File: src/rtl/band_dirty_tracker.sv
module band_dirty_tracker #(
  parameter int LINE_W  = 10,
  parameter int WIDTH_W = 11
) (
  input  logic                 clk,
  input  logic                 rst_n,
  input  logic                 frame_start,
  input  logic                 mode24,
  input  logic [LINE_W-1:0]    frame_height,
  input  logic [WIDTH_W-1:0]   frame_width,
  output logic [LINE_W-3:0]    scan_band,
  input  logic                 pg8_dirty,
  input  logic [3:0]           pg24_dirty,
  input  logic [3:0]           pgc_dirty,
  output logic                 busy,
  output logic                 rect_valid,
  input  logic                 rect_ready,
  output logic [LINE_W-1:0]    rect_y,
  output logic [LINE_W:0]      rect_h,
  output logic [WIDTH_W-1:0]   rect_w,
  output logic                 clr_valid,
  output logic [LINE_W-3:0]    clr_lo,
  output logic [LINE_W-3:0]    clr_hi,
  output logic                 clr_wide_en,
  output logic [LINE_W-1:0]    clr_wide_lo,
  output logic [LINE_W-1:0]    clr_wide_hi
);
  localparam int BAND_W = LINE_W - 2;

  logic [BAND_W:0]      band;
  logic [LINE_W-1:0]    h_lat;
  logic [WIDTH_W-1:0]   w_lat;
  logic                 wide, run_open, any_dirty;
  logic [BAND_W-1:0]    run_start, pg_min, pg_max;

  wire [LINE_W:0]   cur_y      = {band, 2'b00};
  wire [LINE_W:0]   start_y    = {1'b0, run_start, 2'b00};
  wire              stall      = rect_valid & ~rect_ready;
  wire              at_end     = cur_y >= {1'b0, h_lat};
  wire              band_dirty = pg8_dirty | (wide & ((|pg24_dirty) | (|pgc_dirty)));
  wire [BAND_W-1:0] cur_pg     = band[BAND_W-1:0];

  assign scan_band   = cur_pg;
  assign clr_wide_lo = {clr_lo, 2'b00};
  assign clr_wide_hi = {clr_hi, 2'b11};

  always_ff @(posedge clk or negedge rst_n) begin
    if (!rst_n) begin
      busy        <= 1'b0;
      band        <= '0;
      h_lat       <= '0;
      w_lat       <= '0;
      wide        <= 1'b0;
      run_open    <= 1'b0;
      any_dirty   <= 1'b0;
      run_start   <= '0;
      pg_min      <= '1;
      pg_max      <= '0;
      rect_valid  <= 1'b0;
      rect_y      <= '0;
      rect_h      <= '0;
      rect_w      <= '0;
      clr_valid   <= 1'b0;
      clr_lo      <= '0;
      clr_hi      <= '0;
      clr_wide_en <= 1'b0;
    end else begin
      clr_valid <= 1'b0;
      if (rect_valid && rect_ready) rect_valid <= 1'b0;
      if (!busy) begin
        if (frame_start) begin
          busy      <= 1'b1;
          band      <= '0;
          h_lat     <= frame_height;
          w_lat     <= frame_width;
          wide      <= mode24;
          run_open  <= 1'b0;
          any_dirty <= 1'b0;
          pg_min    <= '1;
          pg_max    <= '0;
        end
      end else if (!stall) begin
        if (at_end) begin
          busy <= 1'b0;
          if (run_open) begin
            rect_valid <= 1'b1;
            rect_y     <= start_y[LINE_W-1:0];
            rect_h     <= cur_y - start_y;
            rect_w     <= w_lat;
            run_open   <= 1'b0;
          end
          if (any_dirty) begin
            clr_valid   <= 1'b1;
            clr_lo      <= pg_min;
            clr_hi      <= pg_max;
            clr_wide_en <= wide;
          end
        end else begin
          band <= band + 1'b1;
          if (band_dirty) begin
            any_dirty <= 1'b1;
            if (!run_open) begin
              run_open  <= 1'b1;
              run_start <= cur_pg;
            end
            if (cur_pg < pg_min) pg_min <= cur_pg;
            if (cur_pg > pg_max) pg_max <= cur_pg;
          end else if (run_open) begin
            rect_valid <= 1'b1;
            rect_y     <= start_y[LINE_W-1:0];
            rect_h     <= cur_y - start_y;
            rect_w     <= w_lat;
            run_open   <= 1'b0;
          end
        end
      end
    end
  end

  a_r9_rect_hold: assert property (@(posedge clk) disable iff (!rst_n)
    rect_valid && !rect_ready |=> rect_valid && $stable(rect_y) && $stable(rect_h) && $stable(rect_w));

  a_r9_scan_pause: assert property (@(posedge clk) disable iff (!rst_n)
    busy && rect_valid && !rect_ready |=> $stable(band));

  a_r10_no_rewind: assert property (@(posedge clk) disable iff (!rst_n)
    busy && $past(busy) |-> (band == $past(band)) || (band == (BAND_W+1)'($past(band) + 1'b1)));

  a_r5_clr_pulse: assert property (@(posedge clk) disable iff (!rst_n)
    clr_valid |=> !clr_valid);

  a_r5_clr_order: assert property (@(posedge clk) disable iff (!rst_n)
    clr_valid |-> clr_lo <= clr_hi);

  a_r3_rect_height: assert property (@(posedge clk) disable iff (!rst_n)
    rect_valid |-> (rect_h != '0) && (rect_h[1:0] == 2'b00));
endmodule

File: config.mk
export PLATFORM = sky130hd
export DESIGN_NAME = band_dirty_tracker
export DESIGN_NICKNAME = d
export VERILOG_FILES = /design/src/rtl/band_dirty_tracker.sv
export SDC_FILE = /design/constraint.sdc
export NUM_CORES = 1
export LEC_CHECK = 0
export ABC_AREA = 1
export BUFFER_PORTS_ARGS = -buffer_cell sky130_fd_sc_hd__buf_2
export CAP_MARGIN = 20
export CORE_UTILIZATION = 30
export DETAILED_ROUTE_END_ITERATION = 7
export GPL_ROUTABILITY_DRIVEN = 1
export PLACE_DENSITY = 0.53
export SLEW_MARGIN = 10
export SYNTH_ARGS = -nofsm -noshare
export SYNTH_HDL_FRONTEND = slang
export SYNTH_SLANG_ARGS = --single-unit
File: constraint.sdc
create_clock -name clk -period 4 [get_ports clk]
set_input_delay 0.4 -clock clk [delete_from_list [all_inputs] [get_ports clk]]
set_output_delay 0.4 -clock clk [all_outputs]
set_load 0.02 [all_outputs]
Yosys cells after proc, flatten, opt, wreduce, memory -nomap -nowiden. Index checks and enable logic that the tools add are counted.

Bits in registers: 109. Output and inout port bits: 80. Logic and storage cells: 99. Input port bits: 35.

Order comparisons: 3. Reductions and logical operators: 13. Multiplexer cells: 48. Bitwise gates (word level): 9. Equal/unequal tests: 6. Add/subtract/negate cells: 2.

Operators by type and width (count): 8-bit 2-to-1 mux (12); 11-bit 2-to-1 mux (6); 9-bit 2-to-1 mux (4); 10-bit 2-to-1 mux (3); 1-bit 2-to-1 mux (23); 5-bit AND reduction (3); 11-bit by 10-bit greater-or-equal comparator with 1-bit output (1); 11-bit by 10-bit subtractor with 11-bit output (1); 9-bit by 1-bit adder with 9-bit output (second input constant) (1); 8-bit greater-than comparator (1); 8-bit < comparator (1); 4-bit AND reduction (2); 4-bit OR reduction (2); 2-bit by 1-bit != test with 1-bit output (second input constant) (3); 2-bit != test (second input constant) (3); 3-bit AND reduction (2); 1-bit inverter (5); 2-bit AND reduction (2); 1-bit bitwise AND (2); 1-bit bitwise OR (2); 2-bit nonzero test (1); 1-bit logical AND (1).

Logic depth before layout (Yosys ltp).
Depth after elaboration: 8. Depth in mapped cells: 14. Mapped depth without buffers: 14.

Worst setup path before layout. Ideal clock, no wire load.

Path kind: reg2reg. Start point: reg band[4]. End point: reg run_start[7]. Stages on the path, launching flop included: 13. Arrival: 1736 ps. Library setup time: 120 ps. Setup slack: 2144 ps. Clock period less this slack: 1856 ps. Path through: dfrtp_1 > ha_1 > nand2_1 > inv_1 > nand2_1 > nand2_1 > nand2_1 > nand3_4 > nor2_2 > nand3_2 > buf_6 > nand2_1 > o21ai_2.

Word-level cells in the longest chain between the ends: 3.

RTL lines: start: declaration (RTL line 30) `logic [BAND_W:0] band;`; start signal: assignment (RTL line 99) `band <= band + 1'b1;`; 11-bit by 10-bit greater-or-equal comparator with 1-bit output (RTL line 39) `wire at_end = cur_y >= {1'b0, h_lat};`; 1-bit inverter (no line); 5-bit AND reduction (no line); end signal: assignment (RTL line 104) `run_start <= cur_pg;`; end: declaration (RTL line 34) `logic [BAND_W-1:0] run_start, pg_min, pg_max;`.

No other way between the ends. A chain may end at the register's enable or synchronous reset.

Final worst setup path.
Start point: reg band[4]. End point: reg pg_max[0].

Word-level cells in the longest chain between the ends: 3. Elaborated cells between the ends (all ways): 5. Those cells by class: order compare: 2; eq/ne: 2; reduce/logical: 1.

RTL lines: 11-bit by 10-bit greater-or-equal comparator with 1-bit output / 8-bit greater-than comparator (equally long branches) (RTL line 39, 107); 2-bit != test (no line) / 2-bit by 1-bit != test with 1-bit output (equally long branches); 5-bit AND reduction (no line) *; end signal: assignment (RTL line 107) `if (cur_pg > pg_max) pg_max <= cur_pg;`; end: declaration (RTL line 34).

Every way passes the cells marked *; elsewhere a longest branch is shown, timed or not.

==> impl_metrics.py <==
metrics = {
    "run_status": {
        "status": "completed",
    },
    "logic_synthesis": {
        "synth_fa_ha_area_frac": 0.0762,
        "ys_seq_elements": 105,
        "netlist_instances": 641,
        "yosysWarnings": 0,
        "seq_area_frac_synth": 0.478,
        "synth_top_family_by_area": "simple AND/OR/NAND/NOR gates",
        "yosysUniqueCellTypes": 37,
        "synth-xor-area-share": 0.0206,
        "avgSynthCellArea_sq_um": 8.61,
        "synth_mux_area_frac": 0.0224,
        "netlist_area_sq_mm": 0.00552,
        "synth-simple-area-share": 0.206,
        "synth_compound_area_frac": 0.0816,
    },
    "floorplan": {
        "initial_core_util": 0.306,
        "dieHeight_um": 138,
        "dieArea_sq_mm": 0.0189,
        "fp.dieW_um": 138,
        "rows": 49,
        "core_sq_mm": 0.0180,
        "boundaryPins": 115,
    },
    "timing": {
        "hold_viol": 0,
        "setup_ws_ps": 1490,
        "tns_ps": 0,
        "tightest_slew_ps": 786,
        "skew_ps": 9.28,
        "fin_crit_sh": 0.628,
        "max_slew_margin": 0.476,
        "setup_viol": 0,
        "whs_ps": 124,
        "period_needed_ps": 2510,
        "rsz0062_at_grt": "false",
        "max_freq_mhz": 398,
        "drv_slew": 0,
    },
    "cells_and_area": {
        "design_area_sq_mm": 0.00634,
        "num_antenna_cells": 0,
        "syn2layout_area_growth_pct": 15.0,
        "final_cell_mix": "nand2_1 (195), buf_2 (105), dfrtp_1 (97), inv_1 (72), o21ai_0 (40)",
        "final_nets": 788,
        "final_common_cell": "nand2_1",
        "drive_above_1_share": 0.230,
    },
    "power": {
        "pwr_density_cell_mw_per_mm2": 878,
        "leakage_nw": 3.52,
        "p_total_mw": 5.57,
        "vdd.ir_drop.worst_uv": 252,
    },
    "hold_path": {
        "hold_class": "in2async",
    },
    "grt": {
        "grt_usage": 0.145,
        "overflow": 0,
        "grt_start_max_net_pins": 61,
        "grt_pass1_wl_um": 20900,
        "antenna_found_initial": 0,
        "grt_pass1_vias": 3995,
    },
    "setup_path": {
        "worstPathMaxFanout": 24,
        "crit_path_end_kind": "register",
        "reg2reg_from": "band[4]",
        "worstSetupStartpoint": "band[4]",
        "crit_required_ps": 4240,
        "worstSetupPathType": "reg2reg",
        "cp-start-kind": "register",
        "crit_arrival_ps": 2750,
    },
    "clock_tree": {
        "cts_setup_buffers": 0,
        "cts_tree": "yes",
        "clockRootBuffer": "clkbuf_16",
        "clk_pin_slew_ps": 70,
        "cts_hold_buf": 0,
        "cts.sinks": 105,
        "clock_path_buffers": 2,
        "cts_inserted_buffers": 9,
        "cts-htree-levels": 3,
        "insertion_delay_ps": 360,
        "cts_resized": 0,
    },
    "routing": {
        "drt-pass1-iter-count": 5,
        "wl_per_cell_um": 13.3,
        "drt_iter0_markers": 218,
        "wl_um": 12700,
        "drtAntennaViolNets": 0,
        "via_per_inst": 4.32,
        "vias": 4121,
        "drc": 0,
    },
    "place": {
        "pre_cts_ws_ps": 1330,
        "io_buffers": 106,
        "hpwl_um": 9390,
        "place_congestion": 0.822,
        "dpl_cell_area_sq_mm": 0.00605,
    },
    "job": {
        "cap_viol_max_count": 0,
    },
}
-- cells in the mapped netlist --
master / number / area share
buf_4: 37 / 0.050
nand3b_1: 1 / 0.0014
fa_1: 1 / 0.0036
a21oi_1: 22 / 0.020
nor2_1: 33 / 0.022
nand3_1: 20 / 0.018
nand2_1: 195 / 0.13
nor2_2: 3 / 0.0034
a21oi_2: 1 / 0.0016
nand2_2: 2 / 0.0023
and2_0: 1 / 0.0011
ha_1: 32 / 0.073
o21ai_1: 1 / 0.00091
inv_1: 72 / 0.049
mux2_2: 11 / 0.022
a21o_1: 1 / 0.0014
o211ai_1: 1 / 0.0014
nand3_2: 1 / 0.0018
nand3_4: 1 / 0.0032
clkbuf_1: 3 / 0.0020
o21ai_2: 10 / 0.016
xor2_1: 10 / 0.016
dfrtp_1: 97 / 0.44
buf_2: 9 / 0.0082
xnor2_1: 3 / 0.0048
conb_1: 2 / 0.0014
nand4_2: 1 / 0.0023
nor4_1: 1 / 0.0011
inv_2: 3 / 0.0020
nor3_1: 2 / 0.0018
o21ai_4: 1 / 0.0029
o21ai_0: 40 / 0.036
buf_6: 1 / 0.0020
nand4_1: 12 / 0.014
dfstp_2: 8 / 0.038
a211oi_1: 1 / 0.0014
or2_0: 1 / 0.0011
-- state kept, by name, indices dropped and copies added, names as in the netlist --
register and cells:
rect_w 11, w_lat 11, h_lat 10, band 9
rect_h 9, clr_hi 8, clr_lo 8, pg_max 8
pg_min 8, rect_y 8, run_start 8, any_dirty 1
busy 1, clr_valid 1, clr_wide_en 1, rect_valid 1
run_open 1, wide 1
-- cell type report --
type	count	area, sq um
Timing Repair Buffer	112	586
Clock inverter	2	12.5
Tap cell	229	287
Inverter	75	282
Multi-Input combinational cell	417	2280
Sequential cell	105	2640
Fill cell	1912	11700
Clock buffer	14	264
-- metal layers --
layer / wire (um) / GRT usage / part of all wire / vias up
li1: - / - / - / 2152
met1: 6100 / 0.195 / 0.48 / 1887
met2: 5760 / 0.226 / 0.45 / 70
met3: 646 / 0.0397 / 0.051 / 12
met4: 170 / 0.0421 / 0.013 / 0
met5: 0 / 0 / 0 / -
-- per-stage QoR --
step	utilization	std cells
global route	0.352	954
CTS	0.351	953
floorplan	-	647
detailed placement	0.336	937
finish	0.352	954
global placement	0.336	937
-- worst max-delay path, cell delays in order, from the launching register on --
cell and delay [ps]:
dfrtp_1 590, ha_1 320, a21oi_1 150, nand2_1 80
nand2_1 100, nand3_4 130, nand2_2 140, nand2_2 120
inv_2 330, nand2_1 260, nand2_1 110, nand2_1 60
-- power by group --
| part | internal (mW) | switching (mW) |
|---|---|---|
| clock | 0.457 | 0.390 |
| sequential | 1.52 | 0.296 |
| combinational | 1.00 | 1.91 |
-- worst paths after layout --
| path | end | slack [ps] | depth (start not counted) |
|---|---|---|---|
| max | pg_max[0] | 1490 | 11 |
| min | clr_hi[0] | 120 | 1 |
| max reg2reg | pg_max[0] | 1490 | 11 |
| min reg2reg | pg_min[2] | 460 | 2 |
| max in group asynchronous | pg_min[6] | 2970 | 2 |
| min in group clk | w_lat[5] | 270 | 2 |
-- cells by family (layout without fill, tap and decap cells) --
kind of cell | count (synthesis) | after routing
and+or+nand+nor | 274 | 274
buffers and inverters | 125 | 203
DFF | 105 | 105
adders and majority gates | 33 | 33
other | 2 | 8
muxes | 11 | 11
xor gates and xnor gates | 13 | 13
AOI/OAI and AO/OA | 78 | 78
No activity file was read; power rests on OpenSTA's default activity.
